[src/rtl/irqc_pkg.sv]
// Package: shared widths and register offsets of the multi-CPU interrupt
// controller. Assumes byte addresses with 32-bit registers.
package irqc_pkg;
    localparam int ADDR_W    = 12;
    localparam int DATA_W    = 32;
    localparam int IDX_W     = 10;
    localparam int THR_W     = 8;
    localparam int FIQ_SHIFT = 8;

    localparam logic [IDX_W-1:0]  IDX_NONE = 10'h3FF;

    // global window
    localparam logic [ADDR_W-1:0] OFS_CTRL       = 12'h000;
    localparam logic [ADDR_W-1:0] OFS_SET_EN     = 12'h030;
    localparam logic [ADDR_W-1:0] OFS_CLR_EN     = 12'h034;
    localparam logic [ADDR_W-1:0] OFS_ROUTE_BASE = 12'h100;

    // per-CPU window
    localparam logic [ADDR_W-1:0] OFS_PRIV_PEND  = 12'h010;
    localparam logic [ADDR_W-1:0] OFS_THRESH     = 12'h040;
    localparam logic [ADDR_W-1:0] OFS_ACK        = 12'h044;
    localparam logic [ADDR_W-1:0] OFS_PMASK      = 12'h048;
    localparam logic [ADDR_W-1:0] OFS_PUNMASK    = 12'h04C;
endpackage

[src/rtl/irqc_global.sv]
// Module: global register window. Holds the controller-wide enable, the
// enable bit of every shared source (set/clear by index) and the routing
// word of every source. Assumes NPRIV < NSRC <= 1023 and NCPU <= 8.
module irqc_global
    import irqc_pkg::*;
#(
    parameter int NCPU  = 2,
    parameter int NSRC  = 128,
    parameter int NPRIV = 32
) (
    input  logic                        clk,
    input  logic                        rst_n,
    input  logic [ADDR_W-1:0]           g_addr,
    input  logic                        g_wr,
    input  logic [DATA_W-1:0]           g_wdata,
    output logic [DATA_W-1:0]           g_rdata,
    output logic                        ctl_en,
    output logic [NSRC-1:0]             src_en,
    output logic [NSRC-1:0][NCPU-1:0]   route_irq,
    output logic [NSRC-1:0][NCPU-1:0]   route_fiq
);
    localparam int NSHR    = NSRC - NPRIV;
    localparam int RT_SPAN = 4 * NSRC;

    logic                ctl_q;
    logic [NSHR-1:0]     en_shr_q;
    logic [IDX_W-1:0]    wr_idx;
    logic                idx_shared;
    logic                wr_set;
    logic                wr_clr;
    logic [ADDR_W-1:0]   rt_off;
    logic [IDX_W-1:0]    rt_idx;
    logic                rt_hit;

    // decode the written index and the routing-word address
    assign wr_idx     = g_wdata[IDX_W-1:0];
    assign idx_shared = (wr_idx >= IDX_W'(NPRIV)) && (wr_idx < IDX_W'(NSRC));
    assign wr_set     = g_wr && (g_addr == OFS_SET_EN) && idx_shared;
    assign wr_clr     = g_wr && (g_addr == OFS_CLR_EN) && idx_shared;
    assign rt_off     = g_addr - OFS_ROUTE_BASE;
    assign rt_idx     = rt_off[ADDR_W-1:2];
    assign rt_hit     = (g_addr >= OFS_ROUTE_BASE) && (rt_off < ADDR_W'(RT_SPAN))
                        && (g_addr[1:0] == 2'b00);

    // controller-wide enable bit
    always_ff @(posedge clk) begin
        if (!rst_n)
            ctl_q <= 1'b0;
        else if (g_wr && (g_addr == OFS_CTRL))
            ctl_q <= g_wdata[0];
    end

    // shared-source enables, set or cleared by writing the source number
    always_ff @(posedge clk) begin
        if (!rst_n) begin
            en_shr_q <= '0;
        end else begin
            for (int i = 0; i < NSHR; i++) begin
                if (wr_set && (wr_idx == IDX_W'(i + NPRIV)))
                    en_shr_q[i] <= 1'b1;
                else if (wr_clr && (wr_idx == IDX_W'(i + NPRIV)))
                    en_shr_q[i] <= 1'b0;
            end
        end
    end

    // per-source routing words (IRQ and FIQ target bits only)
    always_ff @(posedge clk) begin
        if (!rst_n) begin
            route_irq <= '0;
            route_fiq <= '0;
        end else if (g_wr && rt_hit) begin
            for (int n = 0; n < NSRC; n++) begin
                if (rt_idx == IDX_W'(n)) begin
                    route_irq[n] <= g_wdata[NCPU-1:0];
                    route_fiq[n] <= g_wdata[FIQ_SHIFT +: NCPU];
                end
            end
        end
    end

    // combinational read mux of the global window
    always_comb begin
        g_rdata = '0;
        if (g_addr == OFS_CTRL) begin
            g_rdata[0]         = ctl_q;
            g_rdata[IDX_W+1:2] = IDX_W'(NSRC);
        end
        for (int n = 0; n < NSRC; n++) begin
            if (rt_hit && (rt_idx == IDX_W'(n))) begin
                g_rdata[NCPU-1:0]         = route_irq[n];
                g_rdata[FIQ_SHIFT +: NCPU] = route_fiq[n];
            end
        end
    end

    assign ctl_en = ctl_q;
    assign src_en = {en_shr_q, {NPRIV{1'b0}}};

    logic unused_gbits;
    assign unused_gbits = ^{g_wdata, rt_off[1:0]};

    // a set-enable write turns on exactly the addressed source
    p_set_en_r3: assert property (@(posedge clk) disable iff (!rst_n)
        wr_set |=> (((src_en >> $past(wr_idx)) & NSRC'(1)) != '0));

    // a clear-enable write turns the addressed source off
    p_clr_en_r3: assert property (@(posedge clk) disable iff (!rst_n)
        (wr_clr && !wr_set) |=> (((src_en >> $past(wr_idx)) & NSRC'(1)) == '0));

    // index writes outside the shared band leave every enable alone
    p_bad_idx_r3: assert property (@(posedge clk) disable iff (!rst_n)
        (g_wr && ((g_addr == OFS_SET_EN) || (g_addr == OFS_CLR_EN)) && !idx_shared)
        |=> $stable(src_en));

    // the control bit follows the last write to the control register
    p_ctrl_wr_r2: assert property (@(posedge clk) disable iff (!rst_n)
        (g_wr && (g_addr == OFS_CTRL)) |=> (ctl_en == $past(g_wdata[0])));
endmodule

[src/rtl/irqc_cpu_bank.sv]
// Module: banked per-CPU registers. Holds each CPU's private-source unmask
// bits (set/clear by index) and its threshold. Assumes NPRIV <= 32 and that
// p_cpu selects the bank being written.
module irqc_cpu_bank
    import irqc_pkg::*;
#(
    parameter int NCPU  = 2,
    parameter int NPRIV = 32,
    parameter int CPUW  = 1
) (
    input  logic                           clk,
    input  logic                           rst_n,
    input  logic [CPUW-1:0]                p_cpu,
    input  logic [ADDR_W-1:0]              p_addr,
    input  logic                           p_wr,
    input  logic [DATA_W-1:0]              p_wdata,
    output logic [NCPU-1:0][NPRIV-1:0]     priv_unm,
    output logic [NCPU-1:0][THR_W-1:0]     thr
);
    logic [IDX_W-1:0] wr_idx;
    logic             idx_priv;
    logic             wr_unm;
    logic             wr_msk;
    logic             wr_thr;

    // decode the banked write
    assign wr_idx   = p_wdata[IDX_W-1:0];
    assign idx_priv = wr_idx < IDX_W'(NPRIV);
    assign wr_unm   = p_wr && (p_addr == OFS_PUNMASK) && idx_priv;
    assign wr_msk   = p_wr && (p_addr == OFS_PMASK) && idx_priv;
    assign wr_thr   = p_wr && (p_addr == OFS_THRESH);

    // per-CPU unmask bits and threshold, written only in the selected bank
    always_ff @(posedge clk) begin
        if (!rst_n) begin
            priv_unm <= '0;
            thr      <= '0;
        end else begin
            for (int c = 0; c < NCPU; c++) begin
                if (p_cpu == CPUW'(c)) begin
                    if (wr_thr)
                        thr[c] <= p_wdata[THR_W-1:0];
                    for (int n = 0; n < NPRIV; n++) begin
                        if (wr_unm && (wr_idx == IDX_W'(n)))
                            priv_unm[c][n] <= 1'b1;
                        else if (wr_msk && (wr_idx == IDX_W'(n)))
                            priv_unm[c][n] <= 1'b0;
                    end
                end
            end
        end
    end

    logic unused_pbits;
    assign unused_pbits = ^p_wdata;

    for (genvar gc = 0; gc < NCPU; gc++) begin : g_chk
        // an unmask write in this bank sets the addressed bit
        p_unmask_r5: assert property (@(posedge clk) disable iff (!rst_n)
            (wr_unm && (p_cpu == CPUW'(gc)))
            |=> (((priv_unm[gc] >> $past(wr_idx)) & NPRIV'(1)) != '0));

        // a mask write in this bank clears the addressed bit
        p_mask_r5: assert property (@(posedge clk) disable iff (!rst_n)
            (wr_msk && (p_cpu == CPUW'(gc)))
            |=> (((priv_unm[gc] >> $past(wr_idx)) & NPRIV'(1)) == '0));

        // a write aimed at another CPU leaves this bank untouched
        p_other_bank_r5: assert property (@(posedge clk) disable iff (!rst_n)
            (p_cpu != CPUW'(gc)) |=> ($stable(priv_unm[gc]) && $stable(thr[gc])));
    end
endmodule

[src/rtl/irqc_pick.sv]
// Module: lowest-number selector. Reports the lowest set bit of the eligible
// vector as a source number, or the "none" code when no bit is set.
// Assumes NSRC <= 1023 so the none code never collides with a source.
module irqc_pick
    import irqc_pkg::*;
#(
    parameter int NSRC = 128
) (
    input  logic             clk,
    input  logic             rst_n,
    input  logic [NSRC-1:0]  elig,
    output logic [IDX_W-1:0] ack_idx,
    output logic             any
);
    // scan from the top so the lowest eligible number wins
    always_comb begin
        ack_idx = IDX_NONE;
        for (int n = NSRC - 1; n >= 0; n--) begin
            if (elig[n])
                ack_idx = IDX_W'(n);
        end
    end

    assign any = |elig;

    // the reported source is itself eligible
    p_ack_elig_r7: assert property (@(posedge clk) disable iff (!rst_n)
        any |-> (((elig >> ack_idx) & NSRC'(1)) != '0));

    // nothing below the reported source is eligible
    p_ack_lowest_r7: assert property (@(posedge clk) disable iff (!rst_n)
        any |-> ((elig & ~({NSRC{1'b1}} << ack_idx)) == '0));

    // empty vector gives the none code
    p_ack_none_r7: assert property (@(posedge clk) disable iff (!rst_n)
        !any |-> (ack_idx == IDX_NONE));
endmodule

[src/rtl/mcpu_irq_ctrl.sv]
// Module: top of the multi-CPU indexed interrupt controller. Forms each CPU's
// eligible vector from the private lines, shared lines, enables, routing and
// threshold, drives IRQ/FIQ and the banked read mux. Assumes level inputs
// already synchronous to clk.
module mcpu_irq_ctrl
    import irqc_pkg::*;
#(
    parameter int NCPU  = 2,
    parameter int NSRC  = 128,
    parameter int NPRIV = 32,
    localparam int NSHR = NSRC - NPRIV,
    localparam int CPUW = (NCPU > 1) ? $clog2(NCPU) : 1
) (
    input  logic                    clk,
    input  logic                    rst_n,
    input  logic [ADDR_W-1:0]       g_addr,
    input  logic                    g_wr,
    input  logic [DATA_W-1:0]       g_wdata,
    output logic [DATA_W-1:0]       g_rdata,
    input  logic [CPUW-1:0]         p_cpu,
    input  logic [ADDR_W-1:0]       p_addr,
    input  logic                    p_wr,
    input  logic [DATA_W-1:0]       p_wdata,
    output logic [DATA_W-1:0]       p_rdata,
    input  logic [NCPU*NPRIV-1:0]   priv_in,
    input  logic [NSHR-1:0]         shr_in,
    output logic [NCPU-1:0]         irq_o,
    output logic [NCPU-1:0]         fiq_o
);
    logic                         ctl_en;
    logic [NSRC-1:0]              src_en;
    logic [NSRC-1:0][NCPU-1:0]    route_irq;
    logic [NSRC-1:0][NCPU-1:0]    route_fiq;
    logic [NCPU-1:0][NPRIV-1:0]   priv_unm;
    logic [NCPU-1:0][THR_W-1:0]   thr;
    logic [NCPU-1:0][IDX_W-1:0]   ack_all;
    logic [NCPU-1:0][NPRIV-1:0]   ppend;

    irqc_global #(.NCPU(NCPU), .NSRC(NSRC), .NPRIV(NPRIV)) u_global (
        .clk       (clk),
        .rst_n     (rst_n),
        .g_addr    (g_addr),
        .g_wr      (g_wr),
        .g_wdata   (g_wdata),
        .g_rdata   (g_rdata),
        .ctl_en    (ctl_en),
        .src_en    (src_en),
        .route_irq (route_irq),
        .route_fiq (route_fiq)
    );

    irqc_cpu_bank #(.NCPU(NCPU), .NPRIV(NPRIV), .CPUW(CPUW)) u_bank (
        .clk      (clk),
        .rst_n    (rst_n),
        .p_cpu    (p_cpu),
        .p_addr   (p_addr),
        .p_wr     (p_wr),
        .p_wdata  (p_wdata),
        .priv_unm (priv_unm),
        .thr      (thr)
    );

    for (genvar gc = 0; gc < NCPU; gc++) begin : g_cpu
        logic [NSRC-1:0] raw;
        logic [NSRC-1:0] elig;
        logic            fiq_any;
        logic            any;

        // pending vector of this CPU before the controller and threshold gates
        always_comb begin
            for (int n = 0; n < NPRIV; n++)
                raw[n] = priv_in[gc*NPRIV + n] & priv_unm[gc][n];
            for (int n = NPRIV; n < NSRC; n++)
                raw[n] = shr_in[n - NPRIV] & src_en[n] & route_irq[n][gc];
        end

        // FIQ request from enabled shared sources routed as fast to this CPU
        always_comb begin
            fiq_any = 1'b0;
            for (int n = NPRIV; n < NSRC; n++)
                fiq_any = fiq_any | (shr_in[n - NPRIV] & src_en[n] & route_fiq[n][gc]);
        end

        assign elig = (ctl_en && (thr[gc] == '0)) ? raw : '0;

        irqc_pick #(.NSRC(NSRC)) u_pick (
            .clk     (clk),
            .rst_n   (rst_n),
            .elig    (elig),
            .ack_idx (ack_all[gc]),
            .any     (any)
        );

        assign irq_o[gc] = any;
        assign fiq_o[gc] = ctl_en & fiq_any;
        assign ppend[gc] = priv_in[gc*NPRIV +: NPRIV] & priv_unm[gc];

        // a nonzero threshold keeps this CPU's IRQ low
        p_thr_block_r9: assert property (@(posedge clk) disable iff (!rst_n)
            (thr[gc] != '0) |-> (!irq_o[gc] && (ack_all[gc] == IDX_NONE)));

        // IRQ line agrees with the acknowledge value
        p_irq_ack_r8: assert property (@(posedge clk) disable iff (!rst_n)
            irq_o[gc] == (ack_all[gc] != IDX_NONE));
    end

    // banked read mux of the per-CPU window
    always_comb begin
        p_rdata = '0;
        for (int c = 0; c < NCPU; c++) begin
            if (p_cpu == CPUW'(c)) begin
                if (p_addr == OFS_PRIV_PEND) p_rdata[NPRIV-1:0] = ppend[c];
                if (p_addr == OFS_THRESH)    p_rdata[THR_W-1:0] = thr[c];
                if (p_addr == OFS_ACK)       p_rdata[IDX_W-1:0] = ack_all[c];
            end
        end
    end

    logic unused_top;
    assign unused_top = ^{route_irq[NPRIV-1:0], route_fiq[NPRIV-1:0], src_en[NPRIV-1:0]};

    // with the controller switched off no request leaves the block
    p_off_quiet_r2: assert property (@(posedge clk) disable iff (!rst_n)
        !ctl_en |-> ((irq_o == '0) && (fiq_o == '0)));

    // with no writes and steady lines the acknowledge values hold
    p_ack_steady_r11: assert property (@(posedge clk) disable iff (!rst_n)
        ($past(rst_n) && $past(!g_wr && !p_wr) && $stable(shr_in) && $stable(priv_in))
        |-> $stable(ack_all));
endmodule

[config.mk]
export PLATFORM = sky130hd
export DESIGN_NAME = mcpu_irq_ctrl
export DESIGN_NICKNAME = d
export VERILOG_FILES = /design/src/rtl/irqc_pkg.sv /design/src/rtl/irqc_global.sv /design/src/rtl/irqc_cpu_bank.sv /design/src/rtl/irqc_pick.sv /design/src/rtl/mcpu_irq_ctrl.sv
export SDC_FILE = /design/constraint.sdc
export NUM_CORES = 2
export LEC_CHECK = 0
export BUFFER_PORTS_ARGS = -buffer_cell sky130_fd_sc_hd__buf_2
export CAP_MARGIN = 20
export CORE_MARGIN = 4
export CORE_UTILIZATION = 42
export DETAILED_ROUTE_END_ITERATION = 10
export PLACE_DENSITY_LB_ADDON = 0.25
export SKIP_LAST_GASP = 1
export SYNTH_ARGS = -nofsm -noshare
export SYNTH_HDL_FRONTEND = slang
export SYNTH_SLANG_ARGS = --single-unit
[constraint.sdc]
create_clock -name clk -period 6.5 [get_ports clk]
set_input_delay 0.325 -clock clk [delete_from_list [all_inputs] [get_ports clk]]
set_output_delay 0.325 -clock clk [all_outputs]
set_load 0.1 [all_outputs]
==> key figures <==
Setup path
  – CP max stage cell: or4_1
  – Worst Setup Start Kind: flip-flop
  – Cell Chain, Critical Path: nand3_1 -> nand4_1 -> or4_1 -> o21ai_1 -> a21boi_2 -> nand2b_1 -> or3_4 -> a21oi_2 -> a22o_1 -> buf_2
  – Worst EP arrival: 5070 ps
  – Required @ worst endpoint: 6170 ps
  – Crit-path leading delay family: simple AND/OR/NAND/NOR gates
  – Crit Path Max Fanout: 5
  – Max stage delay on crit path: 1060 ps
  – CP bufs+invs: 1
  – Crit path kind: reg2out
  – CP endpoint kind: output pin

Synth
  – Number of synthesized register bits: 689
  – Top cell type's share of synthesized area: 0.331
  – Post-synthesis cell count: 5,457
  – Sequential share of the synthesized area: 0.331
  – Synth cell types: 102
  – Post-synth EDFFs: 0
  – Ys flop type: dfxtp_1
  – Synth Warn #: 0
  – Synth async-reset ratio: 0
  – Area leader, netlist: dfxtp_1
  – Post-synthesis cell area: 41,600 sq um
  – Ranking of synthesized cells by area: dfxtp_1 33%, mux2i_1 8.4%, a21boi_0 6.9%
  – Mean area per synthesized cell: 7.63 sq um

Timing
  – Clock skew: 0 ps
  – Min Tclk post-route: 5400 ps
  – Final period utilization: 0.830
  – Relative slew slack: 0.104
  – Slew Viols, Final: 0
  – Worst Tran Pin Value: 1340 ps
  – Maximum clock rate: 0.185 GHz
  – Final hold viol count: 0
  – RSZ-0062 raised after global routing: false
  – Final setup fails: 0
  – Fin Setup TNS: 0 ps

GRT
  – Total gr overflow: 0
  – Vias in the first global route: 43.6k
  – GRT Util Overall: 0.498
  – First-pass GRT wire length: 362,000 um
  – Antenna violations before repair: 44
  – Largest net degree at the start of global routing: 194

Drt
  – DR vias/cell: 7.04
  – Starting DRT DRC Count: 8,795
  – Vias: 49.1k
  – Met2 wire length: 107,000 um
  – Top sig layer: met5
  – Drc violations: 1
  – First drt pass iteration count: 11
  – Met1 wire length: 101,000 um
  – DR WL/cell: 39.0 um
  – DRT Wirelength: 272,000 um
  – Routed met3 length: 38,200 um
  – Final antenna-violating net count: 0

Cells and area
  – Post-Layout Cell Count: 6,971
  – Fill cells: 9,962
  – Final Util: 0.479
  – Layout cells sized above 1: 0.116
  – Final #Nets: 5,831
  – Most common cell after layout, fill and taps aside: nand2_1
  – Commonest cells after routing, fill and taps aside: 716 x nand2_1, 689 x dfxtp_1, 547 x o21ai_0, 439 x nand3_1, 380 x a21boi_0
  – Post-Layout Inst Area: 47,200 sq um
  – Area growth, synth to finish: 13.3%

Clocking
  – Max clock buf depth: 3
  – CTS resizes: 0
  – CTS HTree Levels: 3
  – Post-CTS setup repair buffer count: 0
  – Clock-pin slew on the worst setup and hold paths: 70 ps
  – CTS tree: done
  – CTS Buf Count: 82
  – Hold Buf Count CTS: 4
  – Clk Latency, worst-skew pair: 680 ps
  – CTS root buffer: clkbuf_16
  – Clk sinks: 689

Placed design
  – Routability congestion estimate: 1.13
  – # port buffers: 248
  – Placed instance area: 44,100 sq um
  – DPL Wire Length: 208,000 um
  – Placed cells: 6,767

Floorplanning
  – Initial Util: 0.423
  – Site Rows: 115
  – Die W: 323 um
  – I/O pins: 321
  – Core Region: 98,400 sq um
  – Chip Height: 323 um
  – Die area: 104,000 sq um

Run status
  – Status: finished, violations left
  – Failing checks: design-rule violations

Power and ir drop
  – Final Total Pwr: 10.3 mW
  – PD cells: 218 nW/um^2
  – Peak supply drop: 0.201 mV
  – Leak pwr: 15.8 nW

Job
  – Max Cap Viol: 0

Worst hold path
  – Worst hold path type: in2reg
## final cells by class
cell class / instances / area [sq um] / area share
multi-input cells: 4370 / 26100 / 0.553
diodes: 46 / 115 / 0.00244
clock inverters: 40 / 548 / 0.0116
clock buffers: 108 / 2320 / 0.0492
flip-flops and latches: 689 / 13800 / 0.292
repair buffers: 410 / 2610 / 0.0554
inverters: 21 / 78.8 / 0.00167
well taps: 1287 / 1610 / 0.0341
## worst paths after layout
| kind | startpoint | to | slack (ps) | cells past startpoint |
|---|---|---|---|---|
| worst max-delay path | u_global.en_shr_q[17]$_SDFFE_PN0P_ | p_rdata[8] | 1100 | 10 |
| worst max register to register | u_global.en_shr_q[49]$_SDFFE_PN0P_ | u_global.en_shr_q[49]$_SDFFE_PN0P_ | 5180 | 2 |
| worst min-delay path | p_wdata[4] | u_bank.thr[12]$_SDFFE_PN0P_ | 60 | 3 |
| worst min register to register | u_global.route_irq[27]$_SDFFE_PN0P_ | u_global.route_irq[27]$_SDFFE_PN0P_ | 480 | 2 |
## per-stage QoR
stage	hold slack, ps	worst slack [ps]
after CTS	19.3	1310
after floorplan	449	2060
final	58.7	1100
after detailed placement	472	1670
after global routing	41.4	1250
after global placement	462	1670
## sequential cells by signal (all words and copies together) (netlist names)
| register | flops |
|---|---|
| u_global.en_shr_q | 96 |
| u_bank.thr | 16 |
| u_global.route_fiq | 256 |
| u_global.ctl_en | 1 |
| u_bank.priv_unm | 64 |
| u_global.route_irq | 256 |
## where the power goes
| group | internal, mW | switching [mW] |
|---|---|---|
| registers | 4.22 | 0.000268 |
| logic | 0.249 | 0.773 |
| clock network | 2.90 | 2.13 |
| total | 7.37 | 2.90 |
## cells in the mapped netlist (all sizes together) (28+ instances only)
master / count
a21oi: 181
nand4: 95
o21ai: 557
and2: 28
nor2b: 345
nand2: 721
nor2: 403
nand3: 444
o211ai: 42
nor4: 33
and3: 57
a31oi: 76
dfxtp: 689
a22oi: 39
nor3: 67
a21boi: 393
clkbuf: 249
mux2i: 350
o22ai: 62
a211oi: 39
nand2b: 49
buf: 155
## metal layers
metal | vias up | global-route usage
met5 | - | 0.00317
met4 | 14 | 0.382
met3 | 1141 | 0.198
met2 | 4313 | 0.690
met1 | 23600 | 0.616
li1 | 20000 | -
## worst min-delay path, delay by kind of cell
kind	cells	cell delay, ps
multiplexers	1	140
AND/OR/NAND/NOR	1	60
buffers and inverters	1	170
## logic make-up after synthesis
| kind of cell | count (synthesis) | share of synthesized area |
|---|---|---|
| AND/OR/NAND/NOR | 2326 | 0.273 |
| AO/OA/AOI/OAI | 1639 | 0.256 |
| flip-flops | 689 | 0.331 |
| buffers and inverters | 425 | 0.0469 |
| multiplexers | 373 | 0.0914 |
| adder cells (fa/ha/maj) | 4 | 0.00120 |
| other | 1 | 0.0000901 |
Power figures use the tool's default switching activity.
